<file path="src/rtl/fetch_pkg.sv">
package fetch_pkg;
   // Redirect code reported by the execute stage for the instruction in IR.
   typedef enum logic [1:0] {
      REDIR_NONE   = 2'b00,
      REDIR_BRANCH = 2'b01,
      REDIR_JUMP   = 2'b10,
      REDIR_REG    = 2'b11
   } redir_e;

   localparam int unsigned INSN_W = 32;
endpackage

</file>
<file path="src/rtl/fetch_target_gen.sv">
// Produces every candidate next fetch address from the current PC.
module fetch_target_gen #(
   parameter int unsigned XLEN          = 32,
   parameter int unsigned IMM_W         = 16,
   parameter int unsigned TGT_W         = 26,
   parameter bit          SHARED_ADDER  = 1'b1
) (
   input  logic [XLEN-1:0]  pc,
   input  logic [TGT_W-1:0] ir_field,
   input  logic [XLEN-1:0]  reg_tgt,
   input  logic             take_branch,
   output logic [XLEN-1:0]  seq_pc,
   output logic [XLEN-1:0]  br_pc,
   output logic [XLEN-1:0]  jmp_pc,
   output logic [XLEN-1:0]  reg_pc
);
   localparam int unsigned EXT_W  = XLEN - IMM_W - 2;
   localparam int unsigned HIGH_W = XLEN - TGT_W - 2;

   logic [IMM_W-1:0] imm;
   logic [XLEN-1:0]  br_ofs;
   logic [XLEN-1:0]  step4;

   assign imm    = ir_field[IMM_W-1:0];
   assign br_ofs = {{EXT_W{imm[IMM_W-1]}}, imm, 2'b00};
   assign step4  = XLEN'(4);

   generate
      if (SHARED_ADDER) begin : g_shared
         // One carry chain: the increment is swapped for the offset.
         logic [XLEN-1:0] sum;
         assign sum    = pc + (take_branch ? br_ofs : step4);
         assign seq_pc = sum;
         assign br_pc  = sum;
      end else begin : g_split
         // Two carry chains side by side: the mux decision stays off the adder path.
         assign seq_pc = pc + step4;
         assign br_pc  = pc + br_ofs;
      end
   endgenerate

   assign jmp_pc = {pc[XLEN-1 -: HIGH_W], ir_field, 2'b00};
   assign reg_pc = reg_tgt & ~XLEN'(3);
endmodule

</file>
<file path="src/rtl/fetch_nextpc_sel.sv">
// Chooses the next address from the redirect code (the register's reset overrides all).
module fetch_nextpc_sel
   import fetch_pkg::*;
#(
   parameter int unsigned XLEN = 32
) (
   input  redir_e          redir,
   input  logic [XLEN-1:0] seq_pc,
   input  logic [XLEN-1:0] br_pc,
   input  logic [XLEN-1:0] jmp_pc,
   input  logic [XLEN-1:0] reg_pc,
   output logic [XLEN-1:0] next_pc
);
   always_comb begin
      unique case (redir)
         REDIR_BRANCH: next_pc = br_pc;
         REDIR_JUMP:   next_pc = jmp_pc;
         REDIR_REG:    next_pc = reg_pc;
         default:      next_pc = seq_pc;
      endcase
   end
endmodule

</file>
<file path="src/rtl/fetch_stage_reg.sv">
// Pipeline register with synchronous load of a fixed value on reset.
module fetch_stage_reg #(
   parameter int unsigned     W       = 32,
   parameter logic [W-1:0]    RST_VAL = '0
) (
   input  logic         clk,
   input  logic         rst,
   input  logic [W-1:0] d,
   output logic [W-1:0] q
);
   always_ff @(posedge clk) begin
      if (rst) q <= RST_VAL;
      else     q <= d;
   end
endmodule

</file>
<file path="src/rtl/fetch_front.sv">
module fetch_front
   import fetch_pkg::*;
#(
   parameter int unsigned     XLEN         = 32,
   parameter int unsigned     IMM_W        = 16,
   parameter int unsigned     TGT_W        = 26,
   parameter logic [XLEN-1:0] RESET_VEC    = 32'h0000_1000,
   parameter bit              SHARED_ADDER = 1'b1
) (
   input  logic              clk,
   input  logic              rst,
   input  logic [INSN_W-1:0] imem_data,
   input  logic [1:0]        ex_redir,
   input  logic [XLEN-1:0]   ex_reg_target,
   output logic [XLEN-1:0]   imem_addr,
   output logic [INSN_W-1:0] ir_out
);
   // Elaboration-time parameter checks
   if (XLEN < TGT_W + 3) begin : g_bad_xlen
      $error("fetch_front: XLEN must leave room above the jump field");
   end
   if (IMM_W > TGT_W) begin : g_bad_imm
      $error("fetch_front: branch offset must fit inside the jump field");
   end
   if (TGT_W > INSN_W) begin : g_bad_tgt
      $error("fetch_front: jump field wider than an instruction");
   end
   if (RESET_VEC[1:0] != 2'b00) begin : g_bad_vec
      $error("fetch_front: reset vector must be word aligned");
   end

   redir_e          redir;
   logic [XLEN-1:0] pc_q;
   logic [XLEN-1:0] next_pc;
   logic [XLEN-1:0] seq_pc;
   logic [XLEN-1:0] br_pc;
   logic [XLEN-1:0] jmp_pc;
   logic [XLEN-1:0] reg_pc;

   assign redir = redir_e'(ex_redir);

   fetch_target_gen #(
      .XLEN(XLEN), .IMM_W(IMM_W), .TGT_W(TGT_W), .SHARED_ADDER(SHARED_ADDER)
   ) u_tgt (
      .pc          (pc_q),
      .ir_field    (ir_out[TGT_W-1:0]),
      .reg_tgt     (ex_reg_target),
      .take_branch (redir == REDIR_BRANCH),
      .seq_pc      (seq_pc),
      .br_pc       (br_pc),
      .jmp_pc      (jmp_pc),
      .reg_pc      (reg_pc)
   );

   fetch_nextpc_sel #(.XLEN(XLEN)) u_sel (
      .redir   (redir),
      .seq_pc  (seq_pc),
      .br_pc   (br_pc),
      .jmp_pc  (jmp_pc),
      .reg_pc  (reg_pc),
      .next_pc (next_pc)
   );

   fetch_stage_reg #(.W(XLEN), .RST_VAL(RESET_VEC)) u_pc (
      .clk (clk), .rst (rst), .d (next_pc), .q (pc_q)
   );

   // The instruction register: the only state crossing into execute.
   fetch_stage_reg #(.W(INSN_W), .RST_VAL('0)) u_ir (
      .clk (clk), .rst (rst), .d (imem_data), .q (ir_out)
   );

   assign imem_addr = pc_q;
endmodule

</file>
<file path="config.mk">
export PLATFORM = sky130hd
export DESIGN_NAME = fetch_front
export DESIGN_NICKNAME = d
export VERILOG_FILES = /design/src/rtl/fetch_pkg.sv /design/src/rtl/fetch_target_gen.sv /design/src/rtl/fetch_nextpc_sel.sv /design/src/rtl/fetch_stage_reg.sv /design/src/rtl/fetch_front.sv
export SDC_FILE = /design/constraint.sdc
export NUM_CORES = 1
export LEC_CHECK = 0
export CORE_UTILIZATION = 55
export DETAILED_ROUTE_END_ITERATION = 10
export DONT_BUFFER_PORTS = 1
export HOLD_SLACK_MARGIN = 0.12
export PLACE_DENSITY = 0.7
export SLEW_MARGIN = 10
export SYNTH_ARGS = -nofsm -noshare
export SYNTH_HDL_FRONTEND = slang
export SYNTH_SLANG_ARGS = --single-unit
export TNS_END_PERCENT = 1
</file>
<file path="constraint.sdc">
create_clock -name clk -period 9.4 [get_ports clk]
set_clock_uncertainty 0.2 [all_clocks]
set_input_delay 0.94 -clock clk [delete_from_list [all_inputs] [get_ports clk]]
set_output_delay 0.94 -clock clk [all_outputs]
set_load 0.01 [all_outputs]
</file>
==> results by group, run 1 <==
Run status
  • Status: finished, final reports clean

Synthesis
  • Syn_area_per_cell: 8.533 sq um
  • Area leader, netlist: dfxtp_1
  • Seq/Total Area, Yosys: 0.2938
  • Yosys cell types: 77
  • Top FF cell, synth: dfxtp_1
  • Synth top area share: 0.2938
  • Main combinational cell family by area after synthesis: simple AND/OR/NAND/NOR gates
  • Compound-cell area share of the yosys netlist: 0.2204
  • Synthesized area: approximately 4200 sq um
  • Post-Synthesis Cells: 495
  • Simple-Gate Fraction of Synth Area: 0.2565
  • EDFF count, synth: 0
  • FF+latch count, synth: 62
  • Top cells by area, synth: dfxtp_1 29%, mux2i_1 6.4%, nor2b_1 5.3%
  • Synth warn: 0
  • Post-Synth XOR/XNOR Area: 0.04562
  • Asr flop ratio synth: 0
  • Mux cell area share after synthesis: 0.07731
  • Area share of fa/ha/maj cells after synthesis: 0.04917

Power and ir drop
  • Clock power frac: 0.392
  • Net Sw Frac: 0.2922
  • P_sw: 0.1959 mW
  • Seq pwr share: 0.466
  • LEAKAGE: 1.720 nW
  • Logic gate share of total power: 0.142
  • Final Power: roughly 0.67 mW
  • PD cells: 153.6 nW/um^2
  • Worst VDD drop: 0.1108 mV
  • Power Internal: 0.4745 mW

Drt
  • Post-DRT Antenna Nets: 0
  • Iteration-0 DRC Markers: approximately 240
  • # DRC: 0
  • Drt pass-1 iters: 5
  • Routed len/inst: ~18 um
  • Via count: 3644
  • Vias per cell: 6.348
  • Routed WL: 10480 um

Floorplan
  • Die width: 89.64 um
  • IO Pins: 132
  • Die height: 89.64 um
  • Die area: 8034 sq um
  • Site row count: 31
  • Initial Utilization: 0.5762
  • Core outline area: roughly 7300 sq um

Layout
  • Final Core Density: 0.5955
  • Area Growth Syn to Fin: 3.347%
  • Antenna diodes: 0
  • Cell area after layout: between 4000 and 5000 sq um
  • Share of cells above drive strength 1: 0.09263
  • Fin nets: approximately 550

Worst setup path
  • Worst setup EP type: flop
  • Critical path type: in -> reg
  • WP data arrival: 3.89 ns
  • Startpoint Class: input port
  • Critical-path maximum fanout: 39
  • WP data required: ~9.5 ns

STA
  • Number of max-slew violations in the final report: 0
  • Fin crit share: 0.4078
  • Slew @ Worst Pin: between 0.7 and 0.8 ns
  • Crit path time final: 3.833 ns
  • Final setup viols: 0
  • Max Clk Rate: 260.9 MHz
  • Slew HR: 0.4798
  • Final hold viol count: 0
  • Final TNS setup: 0 ns
  • RSZ-0062 raised after global routing: no
  • Worst Slack Setup Final: roughly 5.6 ns

GRT
  • Total track usage: 0.2658
  • Number of global-route vias before repair: 3325
  • Largest net degree at the start of global routing: 68
  • First-pass GRT wire length: 16300 um
  • GRT Residual Overflow: 0
  • Initial antenna violation count: 0

Place
  • DP HPWL: 7288 um
  • Cell Area, Placed: slightly above 4000 sq um
  • PortBufs: 0
  • Place WS: 5.189 ns
  • Gp weighted congestion: slightly below 0.9

Clocking
  • TritonCTS clock tree: built
  • Buffers inserted by post-CTS timing repair: 0
  • Cts repair resizes: 0
  • CTS Hold Bufs: 0
  • CTS max path bufs: 2
  • CTS clk-pin slew, worst paths: approximately 0.080 ns
  • CTS Buf Count: 9
  • Clock Latency Late Sink: 0.35 ns
  • CTS sink cnt: 62
  • H-tree depth: 3
  • Root Driver: clkbuf_8

Run
  • Max_cap viols: 0

Hold path
  • Hold Path Class: reg -> reg
synthesized netlist by cell type (4+ instances only):
| library cell | count |
|---|---|
| ha_1 | 15 |
| or3_1 | 4 |
| dfxtp_1 | 62 |
| xnor2_1 | 13 |
| and2_1 | 16 |
| a211oi_1 | 24 |
| mux2i_1 | 27 |
| mux2_2 | 5 |
| a21oi_1 | 22 |
| and3_1 | 6 |
| or2_2 | 4 |
| clkbuf_1 | 18 |
| o211ai_1 | 5 |
| a31oi_1 | 5 |
| a21o_1 | 4 |
| or4_1 | 6 |
| o2111ai_1 | 4 |
| nand2b_1 | 4 |
| nor2_1 | 33 |
| nor2b_1 | 36 |
| o21ai_1 | 4 |
| nand2_1 | 23 |
| nand4_1 | 5 |
| xor2_1 | 9 |
| buf_4 | 4 |
| buf_2 | 6 |
| inv_1 | 8 |
| o21a_1 | 4 |
| o21ai_0 | 17 |
| nor3_1 | 11 |
| nor4_1 | 5 |
| nand3_1 | 18 |
sequential cells by signal, indices dropped and copies added, names as in the netlist:
| signal | count |
|---|---|
| u_ir.q | 32 |
| u_pc.q | 30 |
worst paths after layout:
| kind | cells past startpoint | slack (ns) | startpoint | to |
|---|---|---|---|---|
| max | 12 | 5.57 | ex_redir[0] | u_pc.q[30] |
| min | 2 | 0.40 | u_ir.q[18] | u_pc.q[20] |
| max reg2reg | 10 | 6.14 | u_ir.q[0] | u_pc.q[30] |
| min reg2reg | 2 | 0.40 | u_ir.q[18] | u_pc.q[20] |
critical path: stages:
cell and delay (ns):
nor2b_1 0.17, buf_4 0.21, nand2b_1 0.07, ha_1 0.23
fa_1 0.43, a211oi_1 0.39, nor3_2 0.14, o21ai_1 0.15
o2111ai_1 0.34, nor3b_1 0.30, a32o_1 0.26, a311oi_1 0.25
through the flow:
step           cells  hold slack (ns)
2_1_floorplan    496           0.3173
6_report         574           0.3987
5_1_grt          574           0.4240
3_5_place_dp     558           0.3932
3_3_place_gp     558           0.3462
4_1_cts          574           0.4086
power groups by stage:
stage	clock network (mW)	logic (mW)	registers, mW
after floorplan	0	0.0989	0.306
after global placement	0	0.0925	0.318
after detailed placement	0	0.0944	0.318
after CTS	0.267	0.0954	0.312
after global routing	0.276	0.107	0.316
final	0.263	0.0954	0.312
final cells by class:
cell class / count / area, sq um
fill: 669 / 2965
timing repair buffer: 1 / 7.507
clock inverter: 6 / 86.33
tap: 99 / 123.9
sequential: 62 / 1241
clock buffer: 10 / 127.6
inverter: 8 / 30.03
multi-input combinational: 388 / 2749
metal layers:
metal | part of all wire | vias to the layer above | wire length (um) | GRT usage
met4 | 0.032 | 0 | 332 | 0.1169
met3 | 0.082 | 32 | 860 | 0.06399
li1 | - | 1773 | - | -
met5 | 0 | - | 0 | 0
met1 | 0.43 | 1664 | 4486 | 0.3444
met2 | 0.46 | 175 | 4804 | 0.4208
cell usage in the layout, fill, tap and decap left out, types with 8 or more instances in the layout:
cell type  instances
a211oi_1          24
a21oi_1           22
and2_1            16
clkbuf_8           9
dfxtp_1           62
ha_1              15
inv_1              8
mux2i_1           27
nand2_1           23
nand3_1           18
nor2_1            33
nor2b_1           36
nor3_1            11
o21ai_0           17
xnor2_1           13
xor2_1             9
cell families (layout without fill, tap and decap cells):
| logic type | Yosys count | count (layout) |
|---|---|---|
| AO/OA/AOI/OAI | 124 | 124 |
| XOR/XNOR | 22 | 22 |
| adder cells (fa/ha/maj) | 16 | 16 |
| buffers and inverters | 46 | 25 |
| flip-flops | 62 | 62 |
| multiplexers | 32 | 32 |
| other | 1 | 2 |
| AND/OR/NAND/NOR | 192 | 192 |
No activity file was read; power rests on OpenSTA's default activity.
==> run 2, diff against run 1 <==
- clock period: 9.4 -> 3.81 ns (I/O delays scaled with it)
==> results by group, run 2 (synthesis results as in run 1) <==
Drt
  • Routed len/inst: 18.36 um
  • # DRC: 0
  • Vias per cell: between 6 and 7
  • Drt pass-1 iters: 4
  • Via count: 3946
  • Post-DRT Antenna Nets: 0
  • Iteration-0 DRC Markers: between 200 and 300
  • Routed WL: 11730 um

Worst setup path
  • Critical-path maximum fanout: 5
  • Crit path max-delay family: compound AO/OA/AOI/OAI gates
  • WP data arrival: between 3 and 4 ns
  • WP data required: between 3 and 4 ns
  • Critical path type: reg -> reg
  • Crit path cell chain: nand2b_1, ha_1, fa_1, a211oi_1, nor3_2, o21ai_1, o2111ai_1, nor3b_1, a32o_1, a311oi_1
  • Slowest cell on crit path: fa_1
  • CP bufs+invs: 0
  • CP peak stage delay: 0.43 ns
  • Startpoint Class: flop
  • Worst setup EP type: flop

Clocking
  • Root Driver: clkbuf_8
  • TritonCTS clock tree: built
  • CTS max path bufs: 2
  • Clock Latency Late Sink: approximately 0.34 ns
  • CTS sink cnt: 62
  • CTS Buf Count: 9
  • Cts repair resizes: 0
  • H-tree depth: 3
  • Buffers inserted by post-CTS timing repair: 0
  • CTS clk-pin slew, worst paths: 0.08 ns
  • CTS Hold Bufs: 65

Floorplan
  • Die area: roughly 8000 sq um
  • Die width: 89.64 um
  • Initial Utilization: 0.5762
  • Site row count: 31
  • Core outline area: 7331 sq um
  • Die height: 89.64 um
  • IO Pins: 132

Place
  • Gp weighted congestion: 0.8946
  • PortBufs: 0
  • Place WS: 0.3889 ns
  • DP HPWL: 7421 um

Run status
  • Status: finished, final reports clean

GRT
  • Largest net degree at the start of global routing: 65
  • GRT Residual Overflow: 0
  • Number of global-route vias before repair: 3807
  • Initial antenna violation count: 0
  • Total track usage: 0.2914
  • First-pass GRT wire length: 18000 um

Power and ir drop
  • PD cells: roughly 340 nW/um^2
  • Worst VDD drop: 0.2250 mV
  • LEAKAGE: 2.004 nW

Layout
  • Largest regs: u_ir.q x32, u_pc.q x30
  • Fin nets: 620
  • Max reg flops: 32
  • Most common cell after layout, fill and taps aside: dlygate4sd3_1
  • Share of cells above drive strength 1: 0.08704
  • Antenna diodes: 0
  • Area Growth Syn to Fin: 19.52%
  • Register with the most flip-flops: u_ir.q
  • Most frequent cells in the layout: 63 x dlygate4sd3_1, 62 x dfxtp_1, 36 x nor2b_1

STA
  • Number of max-slew violations in the final report: 0
  • Final hold viol count: 0
  • Slew @ Worst Pin: 0.6334 ns
  • Fin crit share: 0.8601
  • Max Clk Rate: between 300 and 400 MHz
  • Final setup viols: 0
  • Worst Slack Setup Final: 0.5331 ns
  • Final TNS setup: 0 ns
  • Crit path time final: approximately 3.3 ns
  • Slew HR: 0.5742
  • RSZ-0062 raised after global routing: no

Hold path
  • Hold Path Class: in -> reg

Run
  • Max_cap viols: 0
## run 2: cell types whose count changed in the layout (fill, tap and decap cells not counted)
cell           previous run  this run
buf_12                    0         1
buf_16                    0         1
buf_4                     1         2
clkbuf_1                  1         0
clkinv_4                  1         2
clkinvlp_4                1         0
dlygate4sd3_1             0        63
## run 2: final timing paths
| kind | depth (start not counted) | end | slack, ns | from |
|---|---|---|---|---|
| max | 10 | u_pc.q[30] | 0.53 | u_ir.q[0] |
| min | 2 | u_pc.q[4] | 0.13 | ex_redir[0] |
| max reg2reg | 10 | u_pc.q[30] | 0.53 | u_ir.q[0] |
| min reg2reg | 2 | u_pc.q[31] | 0.37 | u_pc.q[31] |
## run 2: final cells by class
cell class                      count  area (sq um)
Multi-Input combinational cell    388          2749
Fill cell                         568          2282
Sequential cell                    62          1241
Timing Repair Buffer               67         693.2
Clock buffer                        9         123.9
Tap cell                           99         123.9
Clock inverter                      6         87.58
Inverter                            8         30.03
## run 2: where the power goes
group          switching, mW  total [mW]  internal [mW]  leakage, nW
clock network          0.279       0.644          0.365        0.109
logic                  0.155       0.318          0.163         1.38
registers             0.0805       0.772          0.692        0.515
## run 2: layer usage
layer	global-route usage	vias up	wire, um
met5	0	-	0
met4	0.1111	0	174
met3	0.07221	23	876
met2	0.4910	159	5708
met1	0.3586	1864	4973
li1	-	1900	-
## run 2: metrics by stage
| stage | cell area, sq um | cells | hold WS (ns) | util | total power, mW |
|---|---|---|---|---|---|
| 6_report | 5049 | 639 | 0.1291 | 0.6887 | 1.735 |
| 5_1_grt | 5049 | 639 | 0.1213 | 0.6887 | 1.807 |
| 4_1_cts | 5049 | 639 | 0.1215 | 0.6887 | 1.735 |
| 3_5_place_dp | 4159 | 559 | 0.2553 | 0.5673 | 1.020 |
| 3_3_place_gp | 4159 | 559 | 0.2534 | 0.5673 | 1.012 |
| 2_1_floorplan | 4228 | 496 | 0.3092 | - | 0.9977 |
